<file path="src/rtl/boot_pkg.sv">
package boot_pkg;
  typedef enum logic [1:0] {LD_REQ, LD_WAIT, LD_WRITE, LD_DONE} ld_state_t;
  typedef enum logic [2:0] {RX_IDLE, RX_START, RX_DATA, RX_STOP, RX_BREAK} rx_state_t;
endpackage

</file>
<file path="src/rtl/boot_uart_rx.sv">
module boot_uart_rx #(
  parameter int OVS = 16
) (
  input  logic       clk,
  input  logic       rst,
  input  logic       tick,
  input  logic       rx,
  output logic       valid,
  output logic [7:0] data
);
  import boot_pkg::*;
  localparam int CW = $clog2(OVS);
  localparam logic [CW-1:0] MID  = CW'(OVS/2 - 1);
  localparam logic [CW-1:0] LAST = CW'(OVS - 1);

  rx_state_t      st;
  logic [1:0]     sync;
  logic [CW-1:0]  cnt;
  logic [2:0]     bitn;
  logic           rxs;

  assign rxs = sync[1];

  always_ff @(posedge clk) begin
    if (rst) begin
      sync  <= 2'b11;
      st    <= RX_IDLE;
      cnt   <= '0;
      bitn  <= '0;
      data  <= '0;
      valid <= 1'b0;
    end else begin
      sync  <= {sync[0], rx};
      valid <= 1'b0;
      if (tick) begin
        case (st)
          RX_IDLE: if (!rxs) begin st <= RX_START; cnt <= '0; end
          RX_START: begin
            cnt <= cnt + 1'b1;
            if (cnt == MID) begin
              cnt  <= '0;
              bitn <= '0;
              st   <= rxs ? RX_IDLE : RX_DATA;
            end
          end
          RX_DATA: begin
            cnt <= cnt + 1'b1;
            if (cnt == LAST) begin
              data <= {rxs, data[7:1]};
              bitn <= bitn + 1'b1;
              if (bitn == 3'd7) st <= RX_STOP;
            end
          end
          RX_STOP: begin
            cnt <= cnt + 1'b1;
            if (cnt == LAST) begin
              if (rxs) begin valid <= 1'b1; st <= RX_IDLE; end
              else st <= RX_BREAK;
            end
          end
          default: if (rxs) st <= RX_IDLE;
        endcase
      end
    end
  end

  AST_VALID_PULSE: assert property (@(posedge clk) disable iff (rst)
    valid |=> !valid);
endmodule

</file>
<file path="src/rtl/boot_uart_tx.sv">
module boot_uart_tx #(
  parameter int OVS = 16
) (
  input  logic       clk,
  input  logic       rst,
  input  logic       tick,
  input  logic       start,
  input  logic [7:0] data,
  output logic       tx,
  output logic       busy
);
  localparam int CW = $clog2(OVS);
  localparam logic [CW-1:0] LAST = CW'(OVS - 1);

  logic [9:0]    sh;
  logic [3:0]    idx;
  logic [CW-1:0] cnt;

  assign tx = sh[0];

  always_ff @(posedge clk) begin
    if (rst) begin
      sh   <= '1;
      idx  <= '0;
      cnt  <= '0;
      busy <= 1'b0;
    end else if (!busy) begin
      if (start) begin
        sh   <= {1'b1, data, 1'b0};
        idx  <= '0;
        cnt  <= '0;
        busy <= 1'b1;
      end
    end else if (tick) begin
      cnt <= cnt + 1'b1;
      if (cnt == LAST) begin
        sh  <= {1'b1, sh[9:1]};
        idx <= idx + 1'b1;
        if (idx == 4'd9) busy <= 1'b0;
      end
    end
  end

  AST_TX_IDLE_HIGH: assert property (@(posedge clk) disable iff (rst)
    !busy |-> tx);
endmodule

</file>
<file path="src/rtl/boot_dma_fsm.sv">
module boot_dma_fsm #(
  parameter int ADDR_W     = 32,
  parameter int LOAD_BYTES = 255
) (
  input  logic              clk,
  input  logic              rst,
  input  logic              grant,
  input  logic              byte_valid,
  input  logic [7:0]        byte_data,
  output logic              req,
  output logic              drive,
  output logic              we,
  output logic [ADDR_W-1:0] addr,
  output logic [7:0]        wdata,
  output logic              done
);
  import boot_pkg::*;
  localparam int CNT_W = $clog2(LOAD_BYTES + 1);
  localparam logic [CNT_W-1:0] END_CNT = CNT_W'(LOAD_BYTES - 1);

  ld_state_t        st;
  logic [CNT_W-1:0] cnt;

  assign req   = (st != LD_DONE);
  assign drive = (st == LD_WAIT) || (st == LD_WRITE);
  assign we    = (st == LD_WRITE);
  assign done  = (st == LD_DONE);
  assign addr  = ADDR_W'(cnt);

  always_ff @(posedge clk) begin
    if (rst) begin
      st    <= LD_REQ;
      cnt   <= '0;
      wdata <= '0;
    end else begin
      case (st)
        LD_REQ:  if (grant) st <= LD_WAIT;
        LD_WAIT: if (byte_valid) begin wdata <= byte_data; st <= LD_WRITE; end
        LD_WRITE: begin
          if (cnt == END_CNT) st <= LD_DONE;
          else begin cnt <= cnt + 1'b1; st <= LD_WAIT; end
        end
        default: st <= LD_DONE;
      endcase
    end
  end

  AST_DRIVE_AFTER_GRANT: assert property (@(posedge clk) disable iff (rst)
    $rose(drive) |-> $past(grant));
  AST_WE_ONE_CYCLE: assert property (@(posedge clk) disable iff (rst)
    we |=> !we);
  AST_ADDR_STEP: assert property (@(posedge clk) disable iff (rst)
    ($fell(we) && drive) |-> (addr == $past(addr) + 1'b1));
  AST_DONE_STICKY: assert property (@(posedge clk) disable iff (rst)
    done |=> (done && !req && !drive));
endmodule

</file>
<file path="src/rtl/serial_boot_loader.sv">
module serial_boot_loader #(
  parameter int          ADDR_W     = 32,
  parameter int          LOAD_BYTES = 255,
  parameter int          OVS_DIV    = 11,
  parameter logic [31:0] REG_BASE   = 32'hFFFF_F000
) (
  input  logic              clk,
  input  logic              rst,
  input  logic              rx_i,
  output logic              tx_o,
  output logic              bus_req_o,
  input  logic              bus_grant_i,
  output logic              dma_drive_o,
  output logic              dma_as_o,
  output logic              dma_we_o,
  output logic [ADDR_W-1:0] dma_addr_o,
  output logic [7:0]        dma_data_o,
  input  logic              cpu_sel_i,
  input  logic              cpu_we_i,
  input  logic [ADDR_W-1:0] cpu_addr_i,
  input  logic [7:0]        cpu_wdata_i,
  output logic [7:0]        cpu_rdata_o
);
  localparam int OVS  = 16;
  localparam int DV_W = (OVS_DIV > 1) ? $clog2(OVS_DIV) : 1;
  localparam logic [ADDR_W-1:0] DATA_ADR = ADDR_W'(REG_BASE);
  localparam logic [ADDR_W-1:0] STAT_ADR = ADDR_W'(REG_BASE + 32'd1);

  logic [DV_W-1:0] div_cnt;
  logic            tick;
  logic            rx_valid, tx_busy, ld_done, rx_ready;
  logic [7:0]      rx_byte, rx_hold;
  logic            rd_data, wr_data, rd_stat;

  generate
    if (OVS_DIV > 1) begin : g_div
      always_ff @(posedge clk) begin
        if (rst || div_cnt == DV_W'(OVS_DIV - 1)) div_cnt <= '0;
        else div_cnt <= div_cnt + 1'b1;
      end
      assign tick = (div_cnt == '0);
    end else begin : g_nodiv
      assign div_cnt = '0;
      assign tick    = 1'b1;
    end
  endgenerate

  boot_uart_rx #(.OVS(OVS)) u_rx (
    .clk(clk), .rst(rst), .tick(tick), .rx(rx_i),
    .valid(rx_valid), .data(rx_byte));

  boot_uart_tx #(.OVS(OVS)) u_tx (
    .clk(clk), .rst(rst), .tick(tick), .start(wr_data),
    .data(cpu_wdata_i), .tx(tx_o), .busy(tx_busy));

  boot_dma_fsm #(.ADDR_W(ADDR_W), .LOAD_BYTES(LOAD_BYTES)) u_fsm (
    .clk(clk), .rst(rst), .grant(bus_grant_i),
    .byte_valid(rx_valid), .byte_data(rx_byte),
    .req(bus_req_o), .drive(dma_drive_o), .we(dma_we_o),
    .addr(dma_addr_o), .wdata(dma_data_o), .done(ld_done));

  assign dma_as_o = dma_drive_o;
  assign rd_data  = cpu_sel_i && !cpu_we_i && cpu_addr_i == DATA_ADR;
  assign rd_stat  = cpu_sel_i && !cpu_we_i && cpu_addr_i == STAT_ADR;
  assign wr_data  = cpu_sel_i &&  cpu_we_i && cpu_addr_i == DATA_ADR;

  always_ff @(posedge clk) begin
    if (rst) begin
      rx_ready    <= 1'b0;
      rx_hold     <= '0;
      cpu_rdata_o <= '0;
    end else begin
      if (rd_data) begin
        cpu_rdata_o <= rx_hold;
        rx_ready    <= 1'b0;
      end else if (rd_stat) begin
        cpu_rdata_o <= {6'b0, rx_ready, !tx_busy};
      end
      if (rx_valid && ld_done) begin
        rx_hold  <= rx_byte;
        rx_ready <= 1'b1;
      end
    end
  end

  AST_NO_WRITE_AFTER_LOAD: assert property (@(posedge clk) disable iff (rst)
    ld_done |-> !dma_we_o);
  AST_READ_CLEARS_READY: assert property (@(posedge clk) disable iff (rst)
    (rd_data && !(rx_valid && ld_done)) |=> !rx_ready);
endmodule

</file>
<file path="config.mk">
export PLATFORM = sky130hd
export DESIGN_NAME = serial_boot_loader
export DESIGN_NICKNAME = d
export VERILOG_FILES = /design/src/rtl/boot_pkg.sv /design/src/rtl/boot_uart_rx.sv /design/src/rtl/boot_uart_tx.sv /design/src/rtl/boot_dma_fsm.sv /design/src/rtl/serial_boot_loader.sv
export SDC_FILE = /design/constraint.sdc
export NUM_CORES = 1
export LEC_CHECK = 0
export ABC_CLOCK_PERIOD_IN_PS = 4830
export CORE_MARGIN = 2
export CORE_UTILIZATION = 54
export DETAILED_ROUTE_END_ITERATION = 12
export PLACE_DENSITY = 0.86
export SYNTH_ARGS = -nofsm -noshare
export SYNTH_HDL_FRONTEND = slang
export SYNTH_SLANG_ARGS = --single-unit
export TNS_END_PERCENT = 30
</file>
<file path="constraint.sdc">
create_clock -name clk -period 4.83 [get_ports clk]
set_input_delay 0.966 -clock clk [delete_from_list [all_inputs] [get_ports clk]]
set_output_delay 0.966 -clock clk [all_outputs]
set_load 0.005 [all_outputs]
</file>
==> results of run 1 <==
## state kept, by name, summed over array words and instances (netlist names)
name and count:
cpu_rdata_o 8, div_cnt 4, rx_hold 8, rx_ready 1, u_fsm.cnt 8, u_fsm.st 2
u_fsm.wdata 8, u_rx.bitn 3, u_rx.cnt 4, u_rx.data 8, u_rx.st 3, u_rx.sync 2
u_rx.valid 1, u_tx.busy 1, u_tx.cnt 4, u_tx.idx 4, u_tx.sh 9
## cells by family (layout without fill, tap and decap cells)
logic type	Yosys count	after routing	synth area share
AO/OA/AOI/OAI	105	105	0.167
multiplexers	5	5	0.0126
buffers and inverters	78	111	0.0987
AND/OR/NAND/NOR	204	204	0.277
XOR/XNOR	11	11	0.0230
other	1	24	0.000897
flip-flops	78	78	0.373
adder cells (fa/ha/maj)	16	16	0.0479
## cell type report
| type | instances | area share |
|---|---|---|
| Multi-Input combinational cell | 365 | 0.456 |
| Sequential cell | 78 | 0.309 |
| Timing Repair Buffer | 77 | 0.150 |
| Clock buffer | 10 | 0.0273 |
| Tap cell | 102 | 0.0253 |
| Clock inverter | 6 | 0.0186 |
| Inverter | 18 | 0.0134 |
## cell usage after synthesis, types with 3 or more instances
cell type   n  area [sq um]
buf_4      26           195
nor2b_1    17           106
a21o_1      4          30.0
nand2b_1    4          25.0
nand4_1    13          81.3
nor3b_1     3          22.5
a211oi_1    9          67.6
xnor2_1     7          61.3
or4_1      10          75.1
buf_1       3          11.3
buf_6       3          33.8
clkbuf_1   28           105
nand3_1    23           115
ha_1       16           200
mux2i_1     3          30.0
and3_1      4          25.0
dfxtp_1    78          1560
a21oi_1    46           230
nand4b_1    3          26.3
a2111oi_0  14           123
nor3_1     14          70.1
nand2_1    51           191
nor2_1     21          78.8
nor4b_1     3          26.3
o21ai_0     6          30.0
inv_1      17          63.8
xor2_1      4          35.0
nand3b_1    3          22.5
o31ai_1     9          67.6
nor4_1     17           106
## worst paths after layout
path                   to  slack, ps  cells past startpoint
max            u_tx.sh[0]       1510                      5
min          u_rx.sync[1]        450                      1
max reg2reg    u_tx.sh[6]       2290                      5
min reg2reg  u_rx.sync[1]        450                      1
## stage by stage
step | total power [mW] | hold slack (ps) | setup WS (ps)
finish | 1.39 | 450 | 1510
global route | 1.44 | 464 | 1410
CTS | 1.40 | 452 | 1520
detailed placement | 0.840 | 425 | 1140
global placement | 0.834 | 424 | 1200
floorplan | 0.783 | 389 | 2090
## layout by cell type (no fill, tap or decap), types with 4 or more instances in the layout
| cell type | Yosys | final |
|---|---|---|
| a211oi_1 | 9 | 9 |
| and3_1 | 4 | 4 |
| or4_1 | 10 | 10 |
| xor2_1 | 4 | 4 |
| o31ai_1 | 9 | 9 |
| nand4_1 | 13 | 13 |
| nor4_1 | 17 | 16 |
| nor2_1 | 21 | 21 |
| a21oi_1 | 46 | 46 |
| clkbuf_8 | 0 | 10 |
| nand3_1 | 23 | 23 |
| clkdlybuf4s50_1 | 0 | 73 |
| o21ai_0 | 6 | 6 |
| nor3_1 | 14 | 14 |
| a21o_1 | 4 | 4 |
| xnor2_1 | 7 | 7 |
| ha_1 | 16 | 16 |
| inv_1 | 17 | 17 |
| nand2b_1 | 4 | 4 |
| a2111oi_0 | 14 | 14 |
| conb_1 | 1 | 24 |
| nand2_1 | 51 | 51 |
| nor2b_1 | 17 | 17 |
| dfxtp_1 | 78 | 78 |
## where the power goes
group | internal (mW) | switching [mW] | leakage (nW)
registers | 0.652 | 0.0129 | 0.630
logic | 0.0825 | 0.0808 | 0.997
clock network | 0.309 | 0.254 | 0.113
total | 1.04 | 0.347 | 1.74
## critical path, stage by stage
cell and delay (ps):
clkdlybuf4s50_1 400, or4_4 560, or4_1 880, nor3_4 520, o311ai_0 200
## metal layers
metal,global-route usage,vias up,wire (um)
li1,-,1866,-
met1,0.284,1785,4190
met2,0.384,142,4620
met3,0.0567,11,749
met4,0.0746,0,115
met5,0,-,0
==> impl_metrics.tcl, run 1 <==
set metrics [dict create \
    syn-cell-area_sq_um 4180 \
    synthDistinctLibCells 61 \
    period_share 0.687 \
    async_flop_share 0 \
    cp.required_ps 5050 \
    regToRegStartpoint "u_tx.busy" \
    grt_max_degree 66 \
    multiInputGateArea_sq_um 2300 \
    synth-edff-count 0 \
    htreeDepth 3 \
    vdd_drop_max_mv 0.179 \
    cts_repair_resize_count 0 \
    clock-sinks 78 \
    ys_warn_count 0 \
    yosys_register_bits 78 \
    cts_setup_buffers 0 \
    min_path_type "flop to flop" \
    seq_area_sq_um 1560 \
    worst_pin_slew_ps 829 \
    timing.final.hold_violations 0 \
    fin_nets 611 \
    clk_pin_slew_ps 80 \
    overflow 0 \
    cts_buffer_depth 2 \
    worstHoldStart "u_rx.sync[0]" \
    clk_latency_ps 360 \
    drtPass1Iterations 7 \
    post_drt_via_cell_ratio 5.80 \
    cp.arrival_ps 3540 \
    layout-drive-gt1-share 0.0614 \
    cp_max_fo 17 \
    worst_slew_margin_rel 0.447 \
    grt_pass1_wl_um 15900 \
    finClkSkew_ps 7.38 \
    cp-startpoint "cpu_addr_i[5]" \
    status "completed" \
    ctsHoldBuffers 0 \
    grt_pass1_vias 3501 \
    start_util 0.550 \
    synth_flop_cell "dfxtp_1" \
    post_drt_wl_per_cell_um 14.7 \
    p_leak_nw 1.74 \
    final_cells 656 \
    slew_viol_final 0 \
    drtIter0Drc 263 \
    crit_path_end_kind "flop" \
    power_density_nw_per_um2 275 \
    design_area_sq_um 5050 \
    syn_inst 498 \
    row_count 32 \
    finalCriticalPeriod_ps 3320 \
    drc 0 \
    dpl_cell_area_sq_um 4820 \
    n_antenna_cell 0 \
    fp.dieH_um 92.0 \
    finish.utilization 0.663 \
    antenna_left 0 \
    dp_cells 640 \
    hpwl_um 6470 \
    io_pins 99 \
    vias 3804 \
    area_growth_pct 20.7 \
    setup_violations 0 \
    max_freq_ghz 0.302 \
    avgSynthCellArea_sq_um 8.40 \
    antenna_found_initial 0 \
    cts_tree "yes" \
    startpoint_type "input pin" \
    seq_area_frac_synth 0.373 \
    place_congestion 0.828 \
    drv_cap 0 \
    fillers 619 \
    grt_use_total 0.227 \
    port_buffers 74 \
    die_w_um 92.0 \
    die_area_sq_um 8470 \
    rsz0062_at_grt "false" \
    totalNegativeSetupSlack_ps 0 \
    routed_wl_um 9670 \
    coreArea_sq_um 7610 \
    cts-buffers-inserted 9 \
    cts_root_buf "clkbuf_8" \
    critPathKind "input pin to flop" \
]
No activity file was read; power rests on OpenSTA's default activity.
==> run 2: changes to the inputs <==
--- a/config.mk
+++ b/config.mk
@@ -5,11 +5,11 @@
 export SDC_FILE = /design/constraint.sdc
 export NUM_CORES = 1
 export LEC_CHECK = 0
-export ABC_CLOCK_PERIOD_IN_PS = 4830
+export ABC_CLOCK_PERIOD_IN_PS = 3460
 export CORE_MARGIN = 2
-export CORE_UTILIZATION = 54
+export CORE_UTILIZATION = 50
 export DETAILED_ROUTE_END_ITERATION = 12
-export PLACE_DENSITY = 0.86
+export PLACE_DENSITY = 0.8
 export SYNTH_ARGS = -nofsm -noshare
 export SYNTH_HDL_FRONTEND = slang
 export SYNTH_SLANG_ARGS = --single-unit
==> constraint.sdc (replaced) <==
create_clock -name clk -period 3.46 [get_ports clk]
set_input_delay 0.692 -clock clk [delete_from_list [all_inputs] [get_ports clk]]
set_output_delay 0.692 -clock clk [all_outputs]
set_load 0.005 [all_outputs]
==> impl_metrics.tcl, run 2 (synthesis gave the netlist of run 1 again) <==
set metrics [dict create \
    status "completed" \
    cts_repair_resize_count 0 \
    io_pins 99 \
    coreArea_sq_um 8180 \
    cp-startpoint "cpu_addr_i[6]" \
    p_leak_nw 1.76 \
    max_freq_ghz 0.370 \
    grt_pass1_wl_um 15600 \
    place_congestion 0.851 \
    clk_latency_ps 350 \
    worstHoldStart "u_rx.sync[0]" \
    cts_buffer_depth 2 \
    period_share 0.781 \
    worst_pin_slew_ps 561 \
    vdd_drop_max_mv 0.223 \
    cts-buffers-inserted 9 \
    antenna_left 0 \
    largest-register "u_tx.sh" \
    drv_cap 0 \
    n_antenna_cell 0 \
    rsz0062_at_grt "false" \
    cts_setup_buffers 0 \
    drtIter0Drc 277 \
    die_w_um 95.5 \
    cp.required_ps 3680 \
    clock-sinks 78 \
    startpoint_type "input pin" \
    cts_root_buf "clkbuf_8" \
    port_buffers 74 \
    drc 0 \
    grt_pass1_vias 3551 \
    regToRegStartpoint "div_cnt[0]" \
    timing.final.hold_violations 0 \
    design_area_sq_um 5080 \
    layout-drive-gt1-share 0.0731 \
    drtPass1Iterations 4 \
    largest_reg_flops 9 \
    min_path_type "flop to flop" \
    routed_wl_um 9210 \
    cp_max_fo 11 \
    area_growth_pct 21.4 \
    clk_pin_slew_ps 90 \
    die_area_sq_um 9110 \
    critical-path-max-stage-delay_ps 640 \
    row_count 33 \
    setup_violations 0 \
    ctsHoldBuffers 0 \
    grt_max_degree 35 \
    fillers 710 \
    power_density_nw_per_um2 365 \
    grt_use_total 0.210 \
    critPathKind "input pin to flop" \
    path_delay_family "simple AND/OR/NAND/NOR gates" \
    worst_slew_margin_rel 0.621 \
    finClkSkew_ps 11.3 \
    final_cell_mix "dfxtp_1 (78), clkdlybuf4s50_1 (73), nand2_1 (51)" \
    crit_chain "clkdlybuf4s50_1, or4b_4, or4_1, nor3_4, o311ai_0" \
    totalNegativeSetupSlack_ps 0 \
    htreeDepth 3 \
    critPathSlowestCell "or4_1" \
    vias 3751 \
    multiInputGateArea_sq_um 2300 \
    critPathBufInv 1 \
    finish.utilization 0.621 \
    post_drt_wl_per_cell_um 13.8 \
    post_drt_via_cell_ratio 5.63 \
    overflow 0 \
    finalCriticalPeriod_ps 2700 \
    fp.dieH_um 95.5 \
    antenna_found_initial 0 \
    start_util 0.512 \
    dpl_cell_area_sq_um 4870 \
    seq_area_sq_um 1560 \
    cp.arrival_ps 2920 \
    crit_path_end_kind "flop" \
    hpwl_um 6460 \
    final_common_cell "dfxtp_1" \
    cts_tree "yes" \
    fin_nets 618 \
    slew_viol_final 0 \
]
-- run 2: changes by cell type in the layout (fill, tap and decap cells not counted), sizes merged --
cell and delta:
inv +1, bufinv -1, buf +7, clkinvlp +1, clkbuf -1
-- run 2: final cells by class --
class,instances,share of cell area
clock inverters,7,0.0158
inverters,18,0.0133
flip-flops and latches,78,0.308
multi-input cells,365,0.453
clock buffers,9,0.0244
repair buffers,84,0.160
well taps,105,0.0259
-- run 2: worst paths after layout --
kind	to	slack [ps]	cells after the start
setup / recovery	u_tx.sh[0]	760	5
hold / removal	u_rx.sync[1]	430	1
setup reg to reg	u_tx.sh[5]	1310	7
hold reg to reg	u_rx.sync[1]	430	1
-- run 2: per-stage QoR --
stage / cells / setup WS (ps) / total power, mW / hold slack, ps
after detailed placement: 650 / 374 / 1.17 / 400
final: 666 / 758 / 1.86 / 428
after CTS: 666 / 757 / 1.88 / 430
after global routing: 666 / 662 / 1.94 / 461
after global placement: 650 / 417 / 1.17 / 406
after floorplan: 521 / 994 / 1.09 / 389
-- run 2: worst register-to-register path, stage by stage (launching register included) --
cell       delay, ps
dfxtp_1          340
inv_1             90
ha_1             200
nand4bb_1        410
nor2_1           220
buf_4            280
a2111oi_0        110
a2111oi_0        380
-- run 2: where the power goes --
group          leakage, nW  switching (mW)  internal [mW]
Sequential           0.630          0.0171          0.910
Clock               0.0964           0.361          0.340
Combinational         1.03           0.111          0.117
Total                 1.76           0.488           1.37
-- run 2: layer usage --
layer	vias to the layer above	track usage	share of wire
met1	1731	0.273	0.45
met3	15	0.0324	0.066
met2	119	0.344	0.46
met4	0	0.0952	0.017
met5	-	0	0
li1	1886	-	-
==> run 3: changes to the inputs <==
--- a/config.mk
+++ b/config.mk
@@ -5,7 +5,7 @@
 export SDC_FILE = /design/constraint.sdc
 export NUM_CORES = 1
 export LEC_CHECK = 0
-export ABC_CLOCK_PERIOD_IN_PS = 3460
+export ABC_CLOCK_PERIOD_IN_PS = 2700
 export CORE_MARGIN = 2
 export CORE_UTILIZATION = 50
 export DETAILED_ROUTE_END_ITERATION = 12
==> constraint.sdc (replaced) <==
create_clock -name clk -period 2.7 [get_ports clk]
set_input_delay 0.54 -clock clk [delete_from_list [all_inputs] [get_ports clk]]
set_output_delay 0.54 -clock clk [all_outputs]
set_load 0.005 [all_outputs]
==> impl_metrics.tcl, run 3 (synthesis gave the netlist of run 1 again) <==
set metrics [dict create \
    fillers 716 \
    row_count 33 \
    io_pins 99 \
    worst_pin_slew_ps 689 \
    routed_wl_um 9330 \
    coreArea_sq_um 8180 \
    period_share 0.909 \
    startpoint_type "input pin" \
    die_area_sq_um 9110 \
    start_util 0.512 \
    cp_max_fo 16 \
    power_density_nw_per_um2 458 \
    cts_tree "yes" \
    vias 3789 \
    finClkSkew_ps 7.53 \
    grt_pass1_vias 3390 \
    rsz0062_at_grt "false" \
    grt_max_degree 43 \
    fp.dieH_um 95.5 \
    layout-drive-gt1-share 0.0877 \
    antenna_found_initial 0 \
    dp_cells 659 \
    max_freq_ghz 0.408 \
    cts_buffer_depth 2 \
    final_common_cell "dfxtp_1" \
    finalCriticalPeriod_ps 2450 \
    drtIter0Drc 219 \
    largest-register "u_tx.sh" \
    slew_viol_final 0 \
    cts_setup_buffers 0 \
    cts_root_buf "clkbuf_8" \
    antenna_left 0 \
    ctsHoldBuffers 0 \
    die_w_um 95.5 \
    largest_reg_flops 9 \
    cp.arrival_ps 2660 \
    hpwl_um 6620 \
    final_cell_mix "dfxtp_1 (78), clkdlybuf4s50_1 (73), nand2_1 (51)" \
    finish.utilization 0.629 \
    timing.final.hold_violations 0 \
    worst_slew_margin_rel 0.541 \
    post_drt_via_cell_ratio 5.61 \
    fin_nets 627 \
    drtPass1Iterations 4 \
    min_path_type "flop to flop" \
    cp.required_ps 2910 \
    cts_repair_resize_count 0 \
    critPathKind "input pin to flop" \
    area_growth_pct 22.9 \
    setup_violations 0 \
    clk_pin_slew_ps 80 \
    seq_area_sq_um 1560 \
    clk_latency_ps 360 \
    multiInputGateArea_sq_um 2300 \
    clock-sinks 78 \
    overflow 0 \
    final_cells 675 \
    n_antenna_cell 0 \
    totalNegativeSetupSlack_ps 0 \
    grt_pass1_wl_um 15300 \
    vdd_drop_max_mv 0.352 \
    drc 0 \
    drv_cap 0 \
    status "completed" \
    post_drt_wl_per_cell_um 13.8 \
    cts-buffers-inserted 9 \
    p_leak_nw 1.80 \
    crit_path_end_kind "flop" \
    place_congestion 0.817 \
    grt_use_total 0.209 \
    port_buffers 74 \
    htreeDepth 3 \
]
-- run 3: changes by cell type in the layout (fill, tap and decap cells not counted) --
cell        delta
inv_6          -2
clkinv_2       +1
clkinvlp_4     +1
buf_4          +9
-- run 3: where the power goes --
group | internal (mW) | switching (mW)
Clock | 0.428 | 0.449
Sequential | 1.17 | 0.0217
Combinational | 0.151 | 0.140
-- run 3: final timing paths --
kind / from / end / slack [ps] / depth (start not counted)
min: u_rx.sync[0] / u_rx.sync[1] / 430 / 1
max reg2reg: div_cnt[0] / u_rx.st[2] / 590 / 6
min reg2reg: u_rx.sync[0] / u_rx.sync[1] / 430 / 1
max: cpu_addr_i[6] / cpu_rdata_o[5] / 250 / 6
-- run 3: stage by stage --
stage / area (sq um) / setup WS, ps / power (mW) / hold WS, ps
after floorplan: 4270 / 386 / 1.40 / 389
after global placement: 4940 / -54.8 / 1.50 / 405
after detailed placement: 4940 / -118 / 1.50 / 405
after CTS: 5140 / 258 / 2.37 / 433
after global routing: 5140 / 151 / 2.46 / 462
final: 5140 / 247 / 2.36 / 426
-- run 3: cell type report --
class | instances | share of cell area
clock buffer | 9 | 0.0241
clock inverter | 7 | 0.0146
inverter | 18 | 0.0131
multi-input combinational | 365 | 0.448
sequential | 78 | 0.304
tap | 105 | 0.0256
timing repair buffer | 93 | 0.171
-- run 3: routing by layer --
layer	vias up	wire, um	GRT usage
met3	14	664	0.0506
met4	0	131	0.0643
met1	1745	4160	0.272
met5	-	0	0
met2	127	4380	0.343
li1	1903	-	-
-- run 3: worst max-delay path, cell delays in order --
cell             delay (ps)
clkdlybuf4s50_1         410
or4b_4                  540
or4_1                   590
buf_4                   240
o31ai_1                 240
a21oi_1                 110
